**src/rtl/tlb_fa.sv**
```systemverilog
module tlb_fa #(
  parameter int ENTRIES = 8,
  parameter int VPN_W   = 20,
  parameter int PPN_W   = 20
) (
  input  logic             clk,
  input  logic             rst_n,
  input  logic             flush,
  input  logic             lk_valid,
  input  logic             lk_write,
  input  logic [VPN_W-1:0] lk_vpn,
  output logic             lk_hit,
  output logic [PPN_W-1:0] lk_ppn,
  output logic             lk_dirty,
  input  logic             fill_valid,
  input  logic [VPN_W-1:0] fill_vpn,
  input  logic [PPN_W-1:0] fill_ppn,
  input  logic             fill_dirty,
  output logic             dirty_upd,
  output logic [VPN_W-1:0] dirty_upd_vpn
);
  localparam int AW = (ENTRIES > 1) ? $clog2(ENTRIES) : 1;
  localparam logic [AW-1:0] OLDEST = AW'(ENTRIES - 1);

  logic [ENTRIES-1:0] vld_q, drt_q;
  logic [VPN_W-1:0]   tag_q [ENTRIES];
  logic [PPN_W-1:0]   ppn_q [ENTRIES];
  logic [AW-1:0]      age_q [ENTRIES];

  logic [ENTRIES-1:0] hit_vec, fmatch_vec, oldest_vec;
  logic [AW-1:0]      hit_idx, victim, touch_idx;
  logic               fmatch, touch_en, wr_hit, upd_d;

  for (genvar g = 0; g < ENTRIES; g++) begin : g_cmp
    assign hit_vec[g]    = vld_q[g] && (tag_q[g] == lk_vpn);
    assign fmatch_vec[g] = vld_q[g] && (tag_q[g] == fill_vpn);
    assign oldest_vec[g] = (age_q[g] == OLDEST);
  end

  assign fmatch = |fmatch_vec;

  always_comb begin
    hit_idx = '0;
    for (int i = 0; i < ENTRIES; i++)
      if (hit_vec[i]) hit_idx = AW'(i);
  end

  always_comb begin
    victim = '0;
    for (int i = ENTRIES - 1; i >= 0; i--)
      if (oldest_vec[i]) victim = AW'(i);
    for (int i = ENTRIES - 1; i >= 0; i--)
      if (!vld_q[i]) victim = AW'(i);
    for (int i = 0; i < ENTRIES; i++)
      if (fmatch_vec[i]) victim = AW'(i);
  end

  assign lk_hit   = lk_valid && |hit_vec;
  assign lk_ppn   = ppn_q[hit_idx];
  assign lk_dirty = lk_hit && drt_q[hit_idx];

  assign wr_hit    = !flush && lk_hit && lk_write && !(fill_valid && victim == hit_idx);
  assign upd_d     = wr_hit && !drt_q[hit_idx];
  assign touch_en  = !flush && (fill_valid || lk_hit);
  assign touch_idx = fill_valid ? victim : hit_idx;

  always_ff @(posedge clk) begin
    if (!rst_n) begin
      vld_q         <= '0;
      drt_q         <= '0;
      dirty_upd     <= 1'b0;
      dirty_upd_vpn <= '0;
      for (int i = 0; i < ENTRIES; i++) begin
        tag_q[i] <= '0;
        ppn_q[i] <= '0;
        age_q[i] <= AW'(i);
      end
    end else begin
      dirty_upd     <= upd_d;
      dirty_upd_vpn <= upd_d ? lk_vpn : dirty_upd_vpn;
      if (flush) begin
        vld_q <= '0;
      end else begin
        if (fill_valid) begin
          vld_q[victim] <= 1'b1;
          tag_q[victim] <= fill_vpn;
          ppn_q[victim] <= fill_ppn;
          drt_q[victim] <= fill_dirty;
        end
        if (wr_hit) drt_q[hit_idx] <= 1'b1;
      end
      if (touch_en)
        for (int i = 0; i < ENTRIES; i++) begin
          if (AW'(i) == touch_idx) age_q[i] <= '0;
          else if (age_q[i] < age_q[touch_idx]) age_q[i] <= age_q[i] + 1'b1;
        end
    end
  end


  one_match_chk: assert property (@(posedge clk) disable iff (!rst_n) $onehot0(hit_vec));

  single_oldest_chk: assert property (@(posedge clk) disable iff (!rst_n) $onehot(oldest_vec));

  flush_clears_chk: assert property (@(posedge clk) disable iff (!rst_n) flush |=> vld_q == '0);

  fill_lands_chk: assert property (@(posedge clk) disable iff (!rst_n)
    (fill_valid && !flush) |=> (vld_q[$past(victim)] && tag_q[$past(victim)] == $past(fill_vpn)));

  dirty_set_chk: assert property (@(posedge clk) disable iff (!rst_n)
    (lk_hit && lk_write && !flush && !fill_valid) |=> drt_q[$past(hit_idx)]);

  upd_cause_chk: assert property (@(posedge clk) disable iff (!rst_n)
    dirty_upd |-> $past(lk_hit && lk_write && !lk_dirty && !flush));

  no_dup_fill_chk: assert property (@(posedge clk) disable iff (!rst_n)
    (fill_valid && !flush) |=> $onehot(fmatch_vec) || $past(fill_vpn) != fill_vpn);
endmodule

```
**config.mk**
```make
export PLATFORM = sky130hd
export DESIGN_NAME = tlb_fa
export DESIGN_NICKNAME = d
export VERILOG_FILES = /design/src/rtl/tlb_fa.sv
export SDC_FILE = /design/constraint.sdc
export NUM_CORES = 1
export LEC_CHECK = 0
export BUFFER_PORTS_ARGS = -buffer_cell sky130_fd_sc_hd__buf_2
export CELL_PAD_IN_SITES_DETAIL_PLACEMENT = 1
export CELL_PAD_IN_SITES_GLOBAL_PLACEMENT = 1
export CORE_MARGIN = 2
export CORE_UTILIZATION = 54
export CTS_CLUSTER_SIZE = 40
export DETAILED_ROUTE_END_ITERATION = 16
export GPL_ROUTABILITY_DRIVEN = 0
export GPL_TIMING_DRIVEN = 0
export PLACE_DENSITY = 0.85
export SETUP_SLACK_MARGIN = 0.5
export SLEW_MARGIN = 10
export SYNTH_ARGS = -nofsm -noshare
export SYNTH_HDL_FRONTEND = slang
export SYNTH_SLANG_ARGS = --single-unit
```
**constraint.sdc**
```tcl
create_clock -name clk -period 13.13 [get_ports clk]
set_clock_uncertainty 0.2 [all_clocks]
set_input_delay 0 -clock clk [delete_from_list [all_inputs] [get_ports clk]]
set_output_delay 0 -clock clk [all_outputs]
set_load 0.05 [all_outputs]
```
==> impl_metrics.csv, run 1 <==
group,metric,value,unit
drt,avgViaCountPerCell,6.597,
sta,min_period,5991,ps
sta,period_share,45.63,%
clock_network,cts_tree,"yes",
drt,wl_per_cell,30.74,µm
sta,holdWs,49.92,ps
synth,synth_cell_types,80,
critical_path,max_stage_delay,740,ps
sta,rsz0062_at_grt,"no",
critical_path,crit_path_start_kind,"register",
placed_design,port_buffers,67,
worst_hold_path,min_from,"fill_vpn[2]",
clock_network,root_buffer,"clkbuf_16",
power_and_ir_drop,clockPowerShare,40.5,%
cells_and_area,layout_common_cells,"edfxtp_1, and2_1, xnor2_1",
die,die_h,203.7,µm
placed_design,place_ws,7399,ps
clock_network,cts_buffers,43,
clock_network,clkLatencyLatePin,600,ps
critical_path,cp-end-kind,"register",
power_and_ir_drop,p_int,0.002195,W
power_and_ir_drop,vdd_drop_max,0.1226,mV
clock_network,cts_max_level,2,
power_and_ir_drop,pwr-share-seq,46.7,%
critical_path,critPathLaunch,"age_q[5][0]",
drt,dr.pass1.iters,6,
grt,overflow,0,
worst_hold_path,hold_path_class,"input pin to register",
die,fp-row-count,73,
synth,syn-num-nets,2001,
die,coreArea,0.03955,mm²
sta,setup_tns,0,ps
placed_design,place_inst,2514,
sta,slew_viol_final,0,
cells_and_area,fin_cells,2654,
synth,ys_warn_count,0,
drt,ant_nets,0,
critical_path,required,13170,ps
synth,synthCells,1910,
sta,hold_violations,0,
power_and_ir_drop,switching_share,27.04,%
placed_design,post_dp_cell_area,0.02290,mm²
clock_network,clk_pin_slew,60,ps
cells_and_area,final_common_cell,"edfxtp_1",
outcome,status,"completed",
synth,synth_area,0.02154,mm²
sta,fmax,166.9,MHz
cells_and_area,nets,2184,
clock_network,post_cts_buffers,0,
grt,grt_pass1_wl,119.3,mm
cells_and_area,final_cell_area,0.02488,mm²
cells_and_area,drive_gt1_share,12.22,%
clock_network,holdBufCountCts,59,
synth,synth_seq_cells,381,
grt,grt_usage,39.39,%
critical_path,crit_top_cell,"ha_1",
clock_network,cts.sink_count,381,
run,max-cap-violations,0,
critical_path,cpMaxStageDelayCell,"a31oi_1",
critical_path,setup.worst_path.class,"register to register",
clock_network,post_cts_resized,0,
die,ioPinCount,110,
synth,postSynthAreaPerCell,11.28,µm²
placed_design,place_hpwl,53.36,mm
die,chipWidth,203.7,µm
synth,synth-async-reset-ratio,0,%
drt,dr_total_vias,17510,
sta,setup_ws,7139,ps
sta,slew_headroom,26.89,%
grt,grt_max_degree,28,
critical_path,reg2reg_from,"age_q[5][0]",
drt,drc,0,
synth,synth_edf_count,344,
power_and_ir_drop,powerDensity,120.9,mW/mm²
sta,final-setup-viol-count,0,
power_and_ir_drop,combPwrFrac,12.8,%
power_and_ir_drop,leakage,9.055,nW
sta,worst_pin_slew,1088,ps
die,die_area,0.04150,mm²
cells_and_area,syn_to_final_growth,15.49,%
grt,grt_pass1_vias,18650,
clock_network,clockBufferDepth,3,
critical_path,arrival,6030,ps
grt,grt_antenna_before_repair,4,
critical_path,cp_cell_sequence,"ha_1, ha_1, nor2_1, o21ai_0, a2111oi_0, a311oi_1, nor4_1, nor2_1, a21o_1, buf_4, and2_1, a211oi_1, a211oi_1, a31oi_1, ha_1, or2_2, and3_1, a31oi_1",
die,initial_core_util,54.47,%
power_and_ir_drop,power.switching,0.0008134,W
critical_path,worstPathMaxFanout,8,
synth,ys.flop_type,"edfxtp_1",
drt,routed_wl,81.59,mm
synth,ys_seq_area_share,51.39,%
drt,drtIter0Drc,2308,
kinds of logic (layout without fill, tap and decap cells):
| family | Yosys count | count (layout) | synth area share [%] |
|---|---|---|---|
| AOI/OAI and AO/OA | 196 | 196 | 6.296 |
| xor gates and xnor gates | 321 | 321 | 13.33 |
| adders and majority gates | 24 | 24 | 1.394 |
| buffers and inverters | 165 | 383 | 3.566 |
| DFF | 381 | 381 | 51.39 |
| muxes | 87 | 87 | 4.136 |
| other | 0 | 1 | 0 |
| and+or+nand+nor | 736 | 736 | 19.88 |
cell type report:
cell class              instances  area (µm²)
diodes                          1       2.502
inverters                      31       116.4
clock buffers                  68        1281
well taps                     525       656.9
fillers                      4037       14670
plain buffers                 134       651.9
multi-input cells            1364        9792
clock inverters                12       100.1
repair buffers                138        1206
flip-flops and latches        381       11070
flip-flops by register name, indices dropped and copies added, names as in the netlist:
register	cells
ppn_q	160
tag_q	160
age_q	24
dirty_upd_vpn	20
drt_q	8
vld_q	8
dirty_upd	1
Yosys cell counts (8+ instances only):
master	n	area, µm²
edfxtp_1	344	10330
and2_1	326	2039
xnor2_1	237	2076
nand4_1	93	581.8
mux2i_1	82	820.8
xor2_1	76	665.6
nor2_1	75	281.5
nand2_1	64	240.2
clkbuf_1	62	232.7
buf_2	56	280.3
o21ai_0	49	245.2
nand3_1	46	230.2
nor4_1	41	256.5
dfxtp_1	37	740.7
inv_1	30	112.6
a21oi_1	26	130.1
ha_1	24	300.3
a31oi_1	22	137.6
nor3_1	14	70.07
a21o_1	13	97.59
o221ai_1	13	113.9
nor3b_1	11	82.58
o221a_2	11	123.9
nor4b_1	9	78.83
or2_2	9	56.30
and3_1	8	50.05
and4_1	8	70.07
buf_6	8	90.09
o211ai_1	8	60.06
xnor2_2	8	130.1
worst max-delay path, delay by kind of cell (launching register included):
| kind | cells | cell delay [ps] |
|---|---|---|
| AO/OA/AOI/OAI | 8 | 2350 |
| buffers and inverters | 1 | 170 |
| adder cells (fa/ha/maj) | 3 | 870 |
| flip-flops | 1 | 490 |
| AND/OR/NAND/NOR | 6 | 1550 |
worst paths after layout:
| kind | endpoint | slack [ps] | cells past startpoint |
|---|---|---|---|
| worst max-delay path | age_q[5][0] | 7140 | 18 |
| worst min-delay path | tag_q[7][2] | 50 | 3 |
| worst max register to register | age_q[5][0] | 7140 | 18 |
| worst min register to register | dirty_upd_vpn[19] | 290 | 2 |
metal layers:
metal	global-route usage, %	share of wire (%)
met1	49.72	37
met2	62.37	46
met3	7.654	11
met4	24.92	6.7
met5	0	0.0098
power by group through the flow:
stage / Combinational, W / Clock [W] / Sequential, W
final: 0.000384 / 0.00122 / 0.00141
after detailed placement: 0.000351 / 0 / 0.00143
after global placement: 0.000320 / 0 / 0.00143
after global routing: 0.000402 / 0.00125 / 0.00141
after floorplan: 0.000227 / 0 / 0.00142
after CTS: 0.000370 / 0.00121 / 0.00140
through the flow:
stage	util (%)	total power [W]
6_report	62.90	0.003008
5_1_grt	62.90	0.003062
4_1_cts	62.90	0.002985
3_5_place_dp	57.91	0.001779
3_3_place_gp	56.97	0.001753
2_1_floorplan	-	0.001648
No activity file was read; power rests on OpenSTA's default activity.
==> run 2, diff against run 1 <==
ABC_AREA = 1   (was unset)
CORE_UTILIZATION = 43   (was 54)
PLACE_DENSITY = 0.76   (was 0.85)
clock period = 4.8 ns   (was 13.13 ns; I/O delays follow)
==> impl_metrics.csv, run 2 <==
group,metric,value,unit
worst_hold_path,hold_path_class,"input pin to register",
sta,period_share,95.24,%
drt,drc,0,
clock_network,cts_tree,"yes",
power_and_ir_drop,power.switching,0.002446,W
cells_and_area,syn_to_final_growth,21.78,%
critical_path,r2r_setup_slack,230,ps
synth,syn-num-nets,2712,
cells_and_area,nets,2951,
sta,slew_viol_final,0,
placed_design,post_dp_cell_area,0.02367,mm²
outcome,status,"completed",
cells_and_area,reg_top3,"ppn_q: 160 flops, tag_q: 160 flops, age_q: 24 flops",
critical_path,arrival,4690,ps
synth,postSynthAreaPerCell,8.471,µm²
sta,holdWs,77.58,ps
cells_and_area,seq_area,0.01107,mm²
critical_path,setup.worst_path.class,"register to register",
power_and_ir_drop,switching_share,28.36,%
synth,ys.flop_type,"edfxtp_1",
cells_and_area,drive_gt1_share,17.47,%
sta,rsz0062_at_grt,"yes",
synth,ys_warn_count,0,
synth,synth_top_area_share,46.53,%
synth,synth_area,0.02220,mm²
placed_design,place_hpwl,67.64,mm
cells_and_area,multi_input_area,0.009935,mm²
run,max-cap-violations,0,
placed_design,port_buffers,83,
synth,synthCells,2621,
synth,synth.most_common_cell,"nor2_1",
worst_hold_path,whs_endpoint,"tag_q[6][3]",
clock_network,cts_max_level,2,
grt,grt_usage,34.11,%
cells_and_area,nFillCells,6040,
sta,worst_pin_slew,1381,ps
grt,grt_max_degree,31,
worst_hold_path,min_from,"fill_vpn[3]",
cells_and_area,final_common_cell,"nor2_1",
sta,slew_headroom,7.606,%
cells_and_area,final_cell_area,0.02704,mm²
die,initial_core_util,43.36,%
drt,dr_total_vias,21590,
drt,drtIter0Drc,2189,
clock_network,cts.sink_count,381,
power_and_ir_drop,pwr-share-seq,44.5,%
die,die_area,0.05347,mm²
die,ioPinCount,110,
critical_path,crit_path_start_kind,"register",
drt,avgViaCountPerCell,6.038,
clock_network,clk_pin_slew,60,ps
clock_network,clkLatencyLatePin,630,ps
cells_and_area,utilization,52.81,%
sta,min_period,4571,ps
synth,synth_cell_types,58,
die,coreArea,0.05120,mm²
power_and_ir_drop,powerDensity,319.1,mW/mm²
worst_hold_path,worstHoldPathCells,4,
sta,hold_violations,0,
synth,synthTopCellsByCount,"nor2_1, edfxtp_1, nand2_1",
drt,wl_per_cell,26.08,µm
cells_and_area,n_antenna_cell,0,
critical_path,reg2reg_from,"tag_q[2][3]",
grt,overflow,0,
power_and_ir_drop,p_int,0.006180,W
sta,fmax,218.8,MHz
critical_path,cp-end-kind,"register",
power_and_ir_drop,leakage,11.18,nW
grt,grt_pass1_wl,135.1,mm
drt,routed_wl,93.25,mm
drt,ant_nets,0,
critical_path,worstPathMaxFanout,8,
drt,dr.pass1.iters,5,
die,die_h,231.2,µm
placed_design,place_ws,-390.6,ps
synth,synth-async-reset-ratio,0,%
grt,grt_pass1_vias,22090,
clock_network,clockBufferDepth,3,
synth,synth_edf_count,344,
power_and_ir_drop,combPwrFrac,13.8,%
cells_and_area,layout_common_cells,"nor2_1, edfxtp_1, inv_1",
power_and_ir_drop,clockPowerShare,41.7,%
synth,ys_seq_area_share,49.86,%
synth,synth_seq_cells,381,
die,fp-row-count,83,
clock_network,root_buffer,"clkbuf_16",
synth,yosys.area.top_type,"edfxtp_1",
critical_path,required,4910,ps
critical_path,rr_endpoint,"age_q[3][0]",
sta,setup_ws,228.6,ps
critical_path,ff2ff_path_depth,21,
sta,final-setup-viol-count,0,
clock_network,cts_buffers,44,
synth,synth_area_leaders,"edfxtp_1, nor2_1, nand2_1",
power_and_ir_drop,vdd_drop_max,0.2867,mV
grt,grt_antenna_before_repair,0,
die,chipWidth,231.2,µm
## run 2: layer usage
| layer | share of wire, % | global-route usage (%) | vias up |
|---|---|---|---|
| li1 | - | - | 9344 |
| met1 | 38 | 42.98 | 10730 |
| met2 | 47 | 56.55 | 1180 |
| met3 | 9.1 | 5.709 | 334 |
| met4 | 5.5 | 17.36 | 0 |
| met5 | 0 | 0 | - |
## run 2: worst max path at each step
| stage | startpoint | to | slack [ps] | depth (start not counted) |
|---|---|---|---|---|
| 2_1_floorplan | age_q[6][0] | ppn_q[3][0] | 750 | 29 |
| 3_3_place_gp | fill_vpn[1] | tag_q[3][5] | -1190 | 15 |
| 3_5_place_dp | fill_vpn[1] | ppn_q[2][2] | -390 | 16 |
| 4_1_cts | age_q[5][1] | age_q[1][0] | 410 | 36 |
| 5_1_grt | age_q[6][0] | age_q[7][2] | 40 | 39 |
| 6_report | tag_q[2][3] | age_q[3][0] | 230 | 21 |
## run 2: per-stage QoR
step,std cells,TNS (ps),power [W]
after global placement,3384,-326000,0.004827
after detailed placement,3392,-40490,0.004878
after global routing,3576,0,0.008827
after floorplan,2621,0,0.004486
after CTS,3560,0,0.008528
final,3576,0,0.008626
## run 2: critical path, stage by stage (launching register included)
cell      delay [ps]
edfxtp_1         420
inv_1            140
nor2_1            70
nor4_1           300
nand4_1          310
nor4_2           610
o21ai_1          190
nand2_1          140
nand2_1          100
nand2_4          210
inv_4            110
nand2_8           80
buf_4            130
o22ai_2           70
o21ai_1          160
nand2_2          110
buf_6            160
ha_4             150
or3b_4           400
clkinv_4          70
nand2_4           60
nand3_4           70
## run 2: logic make-up (layout without fill, tap and decap cells)
family | Yosys count | in the layout | share of synthesized area (%)
adders and majority gates | 24 | 24 | 1.353
DFF | 381 | 381 | 49.86
xor gates and xnor gates | 102 | 102 | 4.024
AOI/OAI and AO/OA | 299 | 299 | 9.355
muxes | 1 | 1 | 0.04509
and+or+nand+nor | 1320 | 1321 | 26.38
buffers and inverters | 494 | 768 | 8.983
## run 2: repair_timing
item,CTS,global route
pin swaps,23,31
endpoints found under the setup margin,393,394
cloned,0,1
hold endpoints to repair,244,0
setup buffers,29,15
gates resized for setup,125,127
hold buffers,57,0
## run 2: cell type report
type	count	share of cell area (%)
clock buffers	55	4.299
inverters	378	5.405
repair buffers	192	5.702
well taps	680	3.147
clock inverters	27	1.384
multi-input cells	1747	36.75
plain buffers	116	2.365
flip-flops and latches	381	40.95
## run 2: power groups by stage
stage / combinational [W] / clock [W] / sequential (W)
after floorplan: 0.000618 / 0 / 0.00387
after global placement: 0.000926 / 0 / 0.00390
after detailed placement: 0.000977 / 0 / 0.00390
after CTS: 0.00108 / 0.00361 / 0.00383
after global routing: 0.00126 / 0.00372 / 0.00385
final: 0.00119 / 0.00360 / 0.00384
